### config.mk
export PLATFORM = sky130hd
export DESIGN_NAME = hbx_host_window
export DESIGN_NICKNAME = d
export VERILOG_FILES = /design/src/rtl/hbx_pkg.sv /design/src/rtl/hbx_fifo.sv /design/src/rtl/hbx_mailbox.sv /design/src/rtl/hbx_stat_irq.sv /design/src/rtl/hbx_host_window.sv
export SDC_FILE = /design/constraint.sdc
export NUM_CORES = 1
export LEC_CHECK = 0
export CAP_MARGIN = 10
export CORE_MARGIN = 10
export CORE_UTILIZATION = 45
export DETAILED_ROUTE_END_ITERATION = 16
export PLACE_DENSITY = 0.65
export SETUP_SLACK_MARGIN = 0.4
export SLEW_MARGIN = 20
export SYNTH_ARGS = -nofsm -noshare
export SYNTH_HDL_FRONTEND = slang
export SYNTH_SLANG_ARGS = --single-unit
### constraint.sdc
create_clock -name clk -period 3.5 [get_ports clk]
set_clock_uncertainty 0.15 [all_clocks]
set_input_delay 0.7 -clock clk [delete_from_list [all_inputs] [get_ports clk]]
set_output_delay 0.7 -clock clk [all_outputs]
set_load 0.01 [all_outputs]
### src/rtl/hbx_pkg.sv
// Package: addresses, status bit positions and mask bit positions shared
// by the host window logic. Status and mask layouts differ on purpose.
package hbx_pkg;
    localparam logic [2:0] A_DATA = 3'd0;
    localparam logic [2:0] A_STAT = 3'd2;
    localparam logic [2:0] A_MBOX = 3'd3;
    localparam logic [2:0] A_RST  = 3'd7;

    localparam int SB_OMB    = 7;
    localparam int SB_OFULL  = 6;
    localparam int SB_IEMPTY = 5;
    localparam int SB_OHALF  = 4;
    localparam int SB_IHALF  = 3;
    localparam int SB_IMB    = 2;
    localparam int SB_IFULL  = 1;
    localparam int SB_OEMPTY = 0;

    localparam int MK_RSEL   = 7;
    localparam int MK_IMB    = 6;
    localparam int MK_IFULL  = 5;
    localparam int MK_IEMPTY = 3;
    localparam int MK_OFULL  = 2;
    localparam int MK_OEMPTY = 0;

    localparam logic [7:0] MASK_KEEP = 8'hED;
    localparam logic [7:0] STAT_IDLE = 8'h21;
endpackage

### src/rtl/hbx_fifo.sv
// Module: hbx_fifo
// Circular FIFO with a run-time capacity limit (cap <= DEPTH). A push is
// accepted only below cap, and a pop only when not empty. Assumes DEPTH is a
// power of two, at least 2.
module hbx_fifo #(
    parameter int W     = 16,
    parameter int DEPTH = 16,
    localparam int PW   = $clog2(DEPTH),
    localparam int CW   = $clog2(DEPTH + 1)
) (
    input  logic          clk,
    input  logic          rst_n,
    input  logic          clr,
    input  logic [CW-1:0] cap,
    input  logic          push,
    input  logic [W-1:0]  wdata,
    input  logic          pop,
    output logic [W-1:0]  rdata,
    output logic [CW-1:0] count,
    output logic          empty,
    output logic          full,
    output logic          half
);
    logic [W-1:0]  mem [DEPTH];
    logic [PW-1:0] wptr, rptr;
    logic          push_ok, pop_ok;

    assign push_ok = push && (count < cap);
    assign pop_ok  = pop && (count != '0);
    assign empty   = (count == '0);
    assign full    = (count >= cap);
    assign half    = (count >= (cap >> 1));
    assign rdata   = mem[rptr];

    // Storage write on an accepted push.
    always_ff @(posedge clk) begin
        if (push_ok) mem[wptr] <= wdata;
    end

    // Pointer and occupancy update, cleared by reset or soft clear.
    always_ff @(posedge clk) begin
        if (!rst_n || clr) begin
            wptr  <= '0;
            rptr  <= '0;
            count <= '0;
        end else begin
            if (push_ok) wptr <= wptr + 1'b1;
            if (pop_ok)  rptr <= rptr + 1'b1;
            count <= count + CW'(push_ok) - CW'(pop_ok);
        end
    end
endmodule

### src/rtl/hbx_mailbox.sv
// Module: hbx_mailbox
// Single six-bit message holder with a full flag. A write loads the value and
// sets the flag. Consume clears the flag but keeps the value. If both occur
// in one cycle, the write wins.
module hbx_mailbox #(
    parameter int MW = 6
) (
    input  logic          clk,
    input  logic          rst_n,
    input  logic          clr,
    input  logic          wr,
    input  logic [MW-1:0] wdata,
    input  logic          consume,
    output logic [MW-1:0] data,
    output logic          flag
);
    // Value and flag register.
    always_ff @(posedge clk) begin
        if (!rst_n || clr) begin
            data <= '0;
            flag <= 1'b0;
        end else if (wr) begin
            data <= wdata;
            flag <= 1'b1;
        end else if (consume) begin
            flag <= 1'b0;
        end
    end
endmodule

### src/rtl/hbx_stat_irq.sv
// Module: hbx_stat_irq
// Forms the status byte from the FIFO and mailbox conditions. It then maps
// the five enable bits onto their status bits, whose positions differ, and
// gates the interrupt request with the global enable. Purely combinational.
module hbx_stat_irq
    import hbx_pkg::*;
(
    input  logic       ob_pend,
    input  logic       ob_full,
    input  logic       ib_empty,
    input  logic       ob_half,
    input  logic       ib_half,
    input  logic       ib_mbf,
    input  logic       ib_full,
    input  logic       ob_empty,
    input  logic [4:0] en,
    input  logic       gen,
    output logic [7:0] status,
    output logic       irq
);
    logic [4:0] cond;

    // Status byte assembly.
    always_comb begin
        status            = '0;
        status[SB_OMB]    = ob_pend;
        status[SB_OFULL]  = ob_full;
        status[SB_IEMPTY] = ib_empty;
        status[SB_OHALF]  = ob_half;
        status[SB_IHALF]  = ib_half;
        status[SB_IMB]    = ib_mbf;
        status[SB_IFULL]  = ib_full;
        status[SB_OEMPTY] = ob_empty;
    end

    // Enable order: in mailbox, in full, in empty, out full, out empty.
    assign cond = {status[SB_IMB], status[SB_IFULL], status[SB_IEMPTY],
                   status[SB_OFULL], status[SB_OEMPTY]};
    assign irq  = gen && |(cond & en);
endmodule

### src/rtl/hbx_host_window.sv
// Module: hbx_host_window
// Board-side host window: address decode, the two data FIFOs, two mailboxes,
// the enable register, the global enable, the soft reset and the read mux.
// Assumes one host access per cycle and mode changes only while the FIFOs are
// empty. Host read data is combinational during the read cycle.
module hbx_host_window
    import hbx_pkg::*;
#(
    parameter int DEPTH = 16,
    localparam int CW   = $clog2(DEPTH + 1)
) (
    input  logic        clk,
    input  logic        rst_n,
    input  logic        wide_mode,
    input  logic [2:0]  host_addr,
    input  logic        host_wr,
    input  logic        host_rd,
    input  logic        host_word,
    input  logic [15:0] host_wdata,
    output logic [15:0] host_rdata,
    output logic        host_irq,
    output logic        brd_rst,
    input  logic        loc_in_push,
    input  logic [15:0] loc_in_wdata,
    output logic        loc_in_full,
    input  logic        loc_out_pop,
    output logic [15:0] loc_out_rdata,
    output logic        loc_out_empty,
    input  logic        loc_mb_wr,
    input  logic [5:0]  loc_mb_wdata,
    input  logic        loc_mb_rd,
    output logic [5:0]  loc_mb_rdata,
    output logic        loc_mb_pend,
    input  logic        loc_irq_en
);
    logic [CW-1:0] cap, ob_count, ib_count;
    logic          wr_data, rd_data, wr_stat, wr_mb, rd_mb, wr_rst;
    logic [15:0]   ob_wdata, ob_rdata, ib_rdata;
    logic          ob_empty, ob_full, ob_half, ib_empty, ib_full, ib_half;
    logic [7:0]    mask;
    logic          irq_gen, brd_rst_q;
    logic [5:0]    ob_mb, ib_mb;
    logic          ob_pend, ib_mbf;
    logic [7:0]    status;

    assign cap     = wide_mode ? CW'(DEPTH) : CW'(DEPTH / 2);
    assign wr_data = host_wr && (host_addr == A_DATA);
    assign rd_data = host_rd && (host_addr == A_DATA);
    assign wr_stat = host_wr && (host_addr == A_STAT);
    assign wr_mb   = host_wr && (host_addr == A_MBOX);
    assign rd_mb   = host_rd && (host_addr == A_MBOX);
    assign wr_rst  = host_wr && (host_addr == A_RST);
    assign ob_wdata = host_word ? host_wdata : {8'h00, host_wdata[7:0]};

    hbx_fifo #(.W(16), .DEPTH(DEPTH)) u_ob_fifo (
        .clk(clk), .rst_n(rst_n), .clr(wr_rst), .cap(cap),
        .push(wr_data), .wdata(ob_wdata), .pop(loc_out_pop),
        .rdata(ob_rdata), .count(ob_count), .empty(ob_empty),
        .full(ob_full), .half(ob_half)
    );

    hbx_fifo #(.W(16), .DEPTH(DEPTH)) u_ib_fifo (
        .clk(clk), .rst_n(rst_n), .clr(wr_rst), .cap(cap),
        .push(loc_in_push), .wdata(loc_in_wdata), .pop(rd_data),
        .rdata(ib_rdata), .count(ib_count), .empty(ib_empty),
        .full(ib_full), .half(ib_half)
    );

    hbx_mailbox #(.MW(6)) u_ob_mb (
        .clk(clk), .rst_n(rst_n), .clr(wr_rst), .wr(wr_mb),
        .wdata(host_wdata[7:2]), .consume(loc_mb_rd),
        .data(ob_mb), .flag(ob_pend)
    );

    hbx_mailbox #(.MW(6)) u_ib_mb (
        .clk(clk), .rst_n(rst_n), .clr(wr_rst), .wr(loc_mb_wr),
        .wdata(loc_mb_wdata), .consume(rd_mb && !mask[MK_RSEL]),
        .data(ib_mb), .flag(ib_mbf)
    );

    hbx_stat_irq u_stat (
        .ob_pend(ob_pend), .ob_full(ob_full), .ib_empty(ib_empty),
        .ob_half(ob_half), .ib_half(ib_half), .ib_mbf(ib_mbf),
        .ib_full(ib_full), .ob_empty(ob_empty),
        .en({mask[MK_IMB], mask[MK_IFULL], mask[MK_IEMPTY],
             mask[MK_OFULL], mask[MK_OEMPTY]}),
        .gen(irq_gen), .status(status), .irq(host_irq)
    );

    // Enable/flag register: reserved bits are dropped on write.
    always_ff @(posedge clk) begin
        if (!rst_n || wr_rst) mask <= '0;
        else if (wr_stat)     mask <= host_wdata[7:0] & MASK_KEEP;
    end

    // Global interrupt enable, armed by the local side only.
    always_ff @(posedge clk) begin
        if (!rst_n || wr_rst) irq_gen <= 1'b0;
        else if (loc_irq_en)  irq_gen <= 1'b1;
    end

    // One-cycle board reset pulse after a write to the reset address.
    always_ff @(posedge clk) begin
        if (!rst_n) brd_rst_q <= 1'b0;
        else        brd_rst_q <= wr_rst;
    end

    // Host read mux, zero outside a read and for unused addresses.
    always_comb begin
        host_rdata = '0;
        if (host_rd) begin
            unique case (host_addr)
                A_DATA: if (!ib_empty)
                            host_rdata = host_word ? ib_rdata : {8'h00, ib_rdata[7:0]};
                A_STAT: host_rdata = {8'h00, status};
                A_MBOX: host_rdata = {8'h00, (mask[MK_RSEL] ? ob_mb : ib_mb), 2'b00};
                default: host_rdata = '0;
            endcase
        end
    end

    assign brd_rst       = brd_rst_q;
    assign loc_in_full   = ib_full;
    assign loc_out_empty = ob_empty;
    assign loc_out_rdata = ob_empty ? 16'h0000 : ob_rdata;
    assign loc_mb_rdata  = ob_mb;
    assign loc_mb_pend   = ob_pend;
endmodule

**After elaboration in Yosys (flattened, before gate mapping)**

Memory sizes are Yosys's and may differ from the RTL's. A register that Yosys moved wholly into a read port is not among the register bits.
Index checks and enable logic that the tools add are counted.

- Add/subtract/negate cells: 8
- Multiply operators: 0
- Div/mod/pow operators: 0
- Magnitude comparators: 6
- Eq/ne operators: 3
- Shift-type cells: 0
- Multiplexer cells: 20
- Bitwise gates (word level): 1
- Reductions and logical operators: 23

Operators by type and width:

| kind | count |
|---|---|
| $mux W16 | 5 |
| $pmux W16 S3 | 1 |
| $add A4 B1 Y4 const B | 4 |
| $mux W4 | 4 |
| $logic_and A1 B1 Y1 | 12 |
| $add A5 B1 Y5 | 2 |
| $ge A5 B4 Y1 | 2 |
| $ge A5 B5 Y1 | 2 |
| $logic_not A5 Y1 | 2 |
| $lt A5 B5 Y1 | 2 |
| $reduce_bool A5 Y1 | 2 |
| $sub A5 B1 Y5 | 2 |
| $mux W1 | 8 |
| $eq A3 B2 Y1 const B | 2 |
| $mux W6 | 1 |
| $and A5 B5 Y5 | 1 |
| $mux W5 | 1 |
| $reduce_or A5 Y1 | 1 |
| $reduce_bool A2 Y1 | 2 |
| $eq A3 B3 Y1 const B | 1 |
| $logic_not A3 Y1 | 1 |
| $logic_not A1 Y1 | 2 |
| $logic_or A1 B1 Y1 | 1 |

- Bits in registers: 48
- Latch bits: 0
- Memory bits (writable): 512
- Memory bits (read-only): 0
- Bits of input ports: 52
- Word-level logic and storage cells: 76
- Memories: 2

Memories:

| memory | words | width | rd ports | clocked after memory_dff | wr ports | RTL line | text |
|---|---|---|---|---|---|---|---|
| u_ib_fifo.mem | 16 | 16 | 1 | 1 | 1 | hbx_fifo.sv:24 | `logic [W-1:0] mem [DEPTH];` |
| u_ob_fifo.mem | 16 | 16 | 1 | 1 | 1 | hbx_fifo.sv:24 |  |

**Longest topological paths before layout**

- Depth after elaboration: 5
- Depth in mapped cells: 14

**By module**

A second synthesis with hierarchy kept.

- Cell total of the unflattened synthesis: 1,225
- Area, all modules: 23,040.8 µm²

By module, submodules not included:

| module | times used | cells each | area each (µm²) |
|---|---|---|---|
| hbx_fifo | 2 | 535 | 10,849.2 |
| hbx_host_window | 1 | 96 | 747.0 |
| hbx_mailbox | 2 | 24 | 255.2 |
| hbx_stat_irq | 1 | 11 | 85.1 |

**Least setup slack after synthesis**

Ideal clock, no wire load.

- Path kind: input-to-reg
- Start: input port wide_mode
- End: memory u_ob_fifo.mem[0][0], enable pin
- Library setup time: 0.409 ns
- Arrival: 3.041 ns
- Slack: -0.100 ns
- Stages on the path: 6
- Path through: inv_1 ha_1 or3_1 nor3_2 nand2_1 nor3_1

- Cells in the longest elaborated chain, start to end: 5

RTL lines:

| what | RTL line | text |
|---|---|---|
| start: declaration | hbx_host_window.sv:14 | `input logic wide_mode,` |
| $mux W5 | hbx_host_window.sv:46 | `assign cap = wide_mode ? CW'(DEPTH) : CW'(DEPTH / 2);` |
| $lt A5 B5 Y1 | hbx_fifo.sv:28 | `assign push_ok = push && (count < cap);` |
| $logic_and A1 B1 Y1 | hbx_fifo.sv:28 |  |
| named net u_ob_fifo.push_ok | hbx_fifo.sv:26 | `logic push_ok, pop_ok;` |
| $mux W1 | hbx_fifo.sv:37 | `if (push_ok) mem[wptr] <= wdata;` |
| $mux W1 (implied by the code) | hbx_fifo.sv:37 |  |
| end: declaration | hbx_fifo.sv:24 |  |

The timed path passes the listed nets, and every way through them passes these cells.

**Final worst setup path**

- Start: register u_ob_fifo.count[3]
- End: output port host_irq

- Cells in the longest elaborated chain, start to end: 4
- Elaborated cells on any way between the ends: 5
- Classes of those cells: order compare: 1; bitwise: 1; reduce/logical: 3

RTL lines:

| what | RTL line | text |
|---|---|---|
| start: declaration | hbx_fifo.sv:19 | `output logic [CW-1:0] count,` |
| start signal: assignment | hbx_fifo.sv:49 | `count <= count + CW'(push_ok) - CW'(pop_ok);` |
| $ge A5 B5 Y1 / $logic_not A5 Y1 (equally long branches) | hbx_fifo.sv:31, hbx_fifo.sv:30 |  |
| $and A5 B5 Y5 * | hbx_stat_irq.sv:39 | `assign irq = gen && \|(cond & en);` |
| $reduce_or A5 Y1 * | hbx_stat_irq.sv:39 |  |
| $logic_and A1 B1 Y1 * | hbx_stat_irq.sv:39 |  |
| end: declaration | hbx_host_window.sv:21 | `output logic host_irq,` |

Mark *: on every way between the ends. The rest lies on a longest branch, timed or not.

==> flow_metrics.env <==
export IMPL_drt_iter0_markers=1102
export IMPL_drv_slew=0
export IMPL_grt_pass1_vias=12600
export IMPL_synthCells=1165
export IMPL_avgSynthCellArea_um2=19.3
export IMPL_synth_area_leaders="edfxtp_1 68%, mux4_2 13%, dfxtp_1 5.0%, mux2i_1 3.0%, ha_1 1.7%"
export IMPL_clk_path_buf_depth=3
export IMPL_dpl_hpwl_mm=31.2
export IMPL_io_buffer_count=94
export IMPL_synth_top_family_by_area="multiplexers"
export IMPL_grt_setup_unrepaired="true"
export IMPL_p_per_area_nw_per_um2=606
export IMPL_postRouteAntennaNets=0
export IMPL_dp_cells=1982
export IMPL_synth_compound_area_share_pct=2.20
export IMPL_routedWlPerCell_um=24.5
export IMPL_cpPeakStageDelay_ns=0.48
export IMPL_postLayoutCellArea_um2=29000
export IMPL_period_needed_ns=3.35
export IMPL_place_gp_congestion=0.823
export IMPL_nets=1545
export IMPL_hold_path_class="reg -> reg"
export IMPL_status="finished clean"
export IMPL_synth_ff_type="edfxtp_1"
export IMPL_cp_top_family="simple AND/OR/NAND/NOR gates"
export IMPL_cpMostUsedCell="o211ai_1"
export IMPL_synth_edff_count=512
export IMPL_postLayoutCoreUtil_pct=58.9
export IMPL_dieArea_um2=59300
export IMPL_max_slew_margin_pct=50.0
export IMPL_htree_levels=2
export IMPL_grt_use_total_pct=17.8
export IMPL_wl_mm=53.1
export IMPL_crit_path_start_kind="flop"
export IMPL_die_height_um=244
export IMPL_ys_top_cells_by_count="512 x edfxtp_1, 126 x mux4_2, 74 x nor2_1, 68 x mux2i_1, 56 x dfxtp_1"
export IMPL_fmax_ghz=0.298
export IMPL_p_leak_nw=9.50
export IMPL_synth_nets=1249
export IMPL_antenna_found_initial=2
export IMPL_ios=95
export IMPL_critPathCaptureType="output pin"
export IMPL_path_cells="inv_4 > ha_4 > or4b_4 > a21boi_4 > buf_6 > o211ai_1 > o211ai_1 > buf_2"
export IMPL_grt_max_degree=34
export IMPL_finalHoldViolations=0
export IMPL_cp_num_buf_inv=3
export IMPL_cp_arrival_ns=2.50
export IMPL_area_growth_pct=28.9
export IMPL_vias=12000
export IMPL_clk_pin_slew_ns=0.06
export IMPL_ys_seq_area_share_pct=73.4
export IMPL_crit_required_ns=2.65
export IMPL_stdcell_count=2168
export IMPL_yosysWarnings=0
export IMPL_cts_made_buffers=56
export IMPL_ys_async_sr_fraction_pct=0
export IMPL_synth_simple_area_share_pct=4.50
export IMPL_fin_crit_sh_pct=95.8
export IMPL_netlist_cell_type_count=58
export IMPL_synthAdderAreaFrac_pct=1.85
export IMPL_grt_ovfl_total=0
export IMPL_drive_gt1_share_pct=39.9
export IMPL_synth_seq_cells=568
export IMPL_post_synth_top_area_cell="edfxtp_1"
export IMPL_synthMuxAreaShare_pct=15.8
export IMPL_clkLatencyLatePin_ns=0.61
export IMPL_avgViaCountPerCell=5.54
export IMPL_drc=0
export IMPL_cts_root_buf="clkbuf_16"
export IMPL_start_util_pct=45.7
export IMPL_slowest_stage="or4b_4"
export IMPL_path_max_fanout=3
export IMPL_synth_xor_area_share_pct=0.662
export IMPL_cts_hold_buf=0
export IMPL_first_pass_iters=5
export IMPL_grt_pass1_wl_mm=79.7
export IMPL_clock_sink_count=568
export IMPL_synth_most_common_cell="edfxtp_1"
export IMPL_coreArea_um2=49200
export IMPL_tritoncts="built"
export IMPL_max_slew_worst_pin_slew_ns=0.748
export IMPL_fp_dieW_um=244
export IMPL_syn_area_um2=22500
export IMPL_synth_top_area_share_pct=68.4
export IMPL_placed_cell_area_um2=25400
export IMPL_num_rows=81
export IMPL_setup_viol=0
export IMPL_cap_violations=0
export IMPL_critPathKind="reg -> out"
export IMPL_setup_tns_final_ns=0
export IMPL_ir_drop_uv=499
## worst paths after layout
kind | startpoint | end | slack [ns] | depth (start not counted)
worst max-delay path | u_ob_fifo.count[3]$_SDFF_PP0_ | host_irq | 0.15 | 8
worst min-delay path | mask[5]$_SDFFE_PP0P_ | mask[5]$_SDFFE_PP0P_ | 0.34 | 2
worst max register to register | u_ob_fifo.count[3]$_SDFF_PP0_ | u_ob_fifo.count[4]$_SDFF_PP0_ | 0.36 | 15
worst min register to register | mask[5]$_SDFFE_PP0P_ | mask[5]$_SDFFE_PP0P_ | 0.34 | 2
## worst reg2reg max path, cell delays in order (launching register included)
cell,delay [ns]
dfxtp_2,0.34
inv_4,0.08
ha_4,0.12
or4b_4,0.48
buf_12,0.16
buf_6,0.12
nand2_4,0.06
inv_4,0.04
ha_4,0.25
inv_2,0.04
ha_4,0.15
fa_2,0.35
a21oi_2,0.17
nor2_2,0.06
or3_1,0.36
a21oi_1,0.13
## cell usage in the layout, fill, tap and decap left out, types with 5 or more instances in the layout
cell,count
clkdlybuf4s50_1,54
buf_6,48
clkinv_2,8
edfxtp_1,512
nor3_4,5
mux2i_1,55
o22ai_4,14
clkinv_1,14
buf_12,41
dfxtp_2,7
a21oi_1,13
dfxtp_4,5
clkbuf_16,57
ha_1,21
xor2_1,8
clkbuf_1,11
ha_4,8
nand2_1,23
xnor2_1,9
dfxtp_1,44
nor3_1,6
nand2_2,6
o22ai_2,15
and2_1,8
nand2b_1,6
nand3_1,8
bufinv_16,5
mux2i_2,12
nor2_2,22
nor2_1,52
buf_4,114
buf_2,19
inv_1,17
nor3_2,9
inv_4,5
buf_16,12
o211ai_1,7
and3_1,5
mux4_2,126
## cell type report
cell class	instances	area, µm²
Fill cell	3546	20200
Sequential cell	568	16500
Multi-Input combinational cell	515	6500
Timing Repair Buffer	293	3240
Clock buffer	68	1470
Tap cell	664	831
Clock inverter	32	298
Inverter	27	119
Antenna cell	1	2.50
## through the flow
step	hold slack (ns)	total power [W]	setup slack, ns
finish	0.345	0.0176	0.147
global route	0.373	0.0183	0.0594
CTS	0.347	0.0173	0.107
detailed placement	0.332	0.0105	-0.822
global placement	0.326	0.0105	-0.814
floorplan	0.310	0.00941	0.287
## timing repair
item                                    CTS  global route
setup buffers                            51            25
endpoints found under the setup margin   39            35
pin swaps                                34            38
resized for setup                       312            77
gates cloned                              9             0
## routing by layer
layer	track usage, %	up-vias	wire length [µm]
met5	0	-	12
met4	5.32	2	1280
met2	30.2	367	27000
met1	23.2	6240	21900
li1	-	5319	-
met3	2.99	81	2900
## registers in the layout (all words and copies together) (netlist names), 5 cells and up, named ones only
signal / count
u_ob_mb.data: 6
u_ob_fifo.count: 5
mask: 6
u_ib_fifo.count: 5
u_ob_fifo.mem: 256
u_ib_fifo.mem: 256
u_ib_mb.data: 6
## cell families after synthesis
family | Yosys count
flops | 568
simple gates | 193
compound gates | 76
fa+ha+maj | 32
mux | 197
buf+inv | 82
xor+xnor | 17
## power breakdown
| part | internal [W] | total, W | switching [W] |
|---|---|---|---|
| combinational | 0.00224 | 0.00408 | 0.00183 |
| clock | 0.00334 | 0.00581 | 0.00246 |
| sequential | 0.00755 | 0.00768 | 0.000134 |
| total | 0.0131 | 0.0176 | 0.00443 |
No activity file was read; power rests on OpenSTA's default activity.
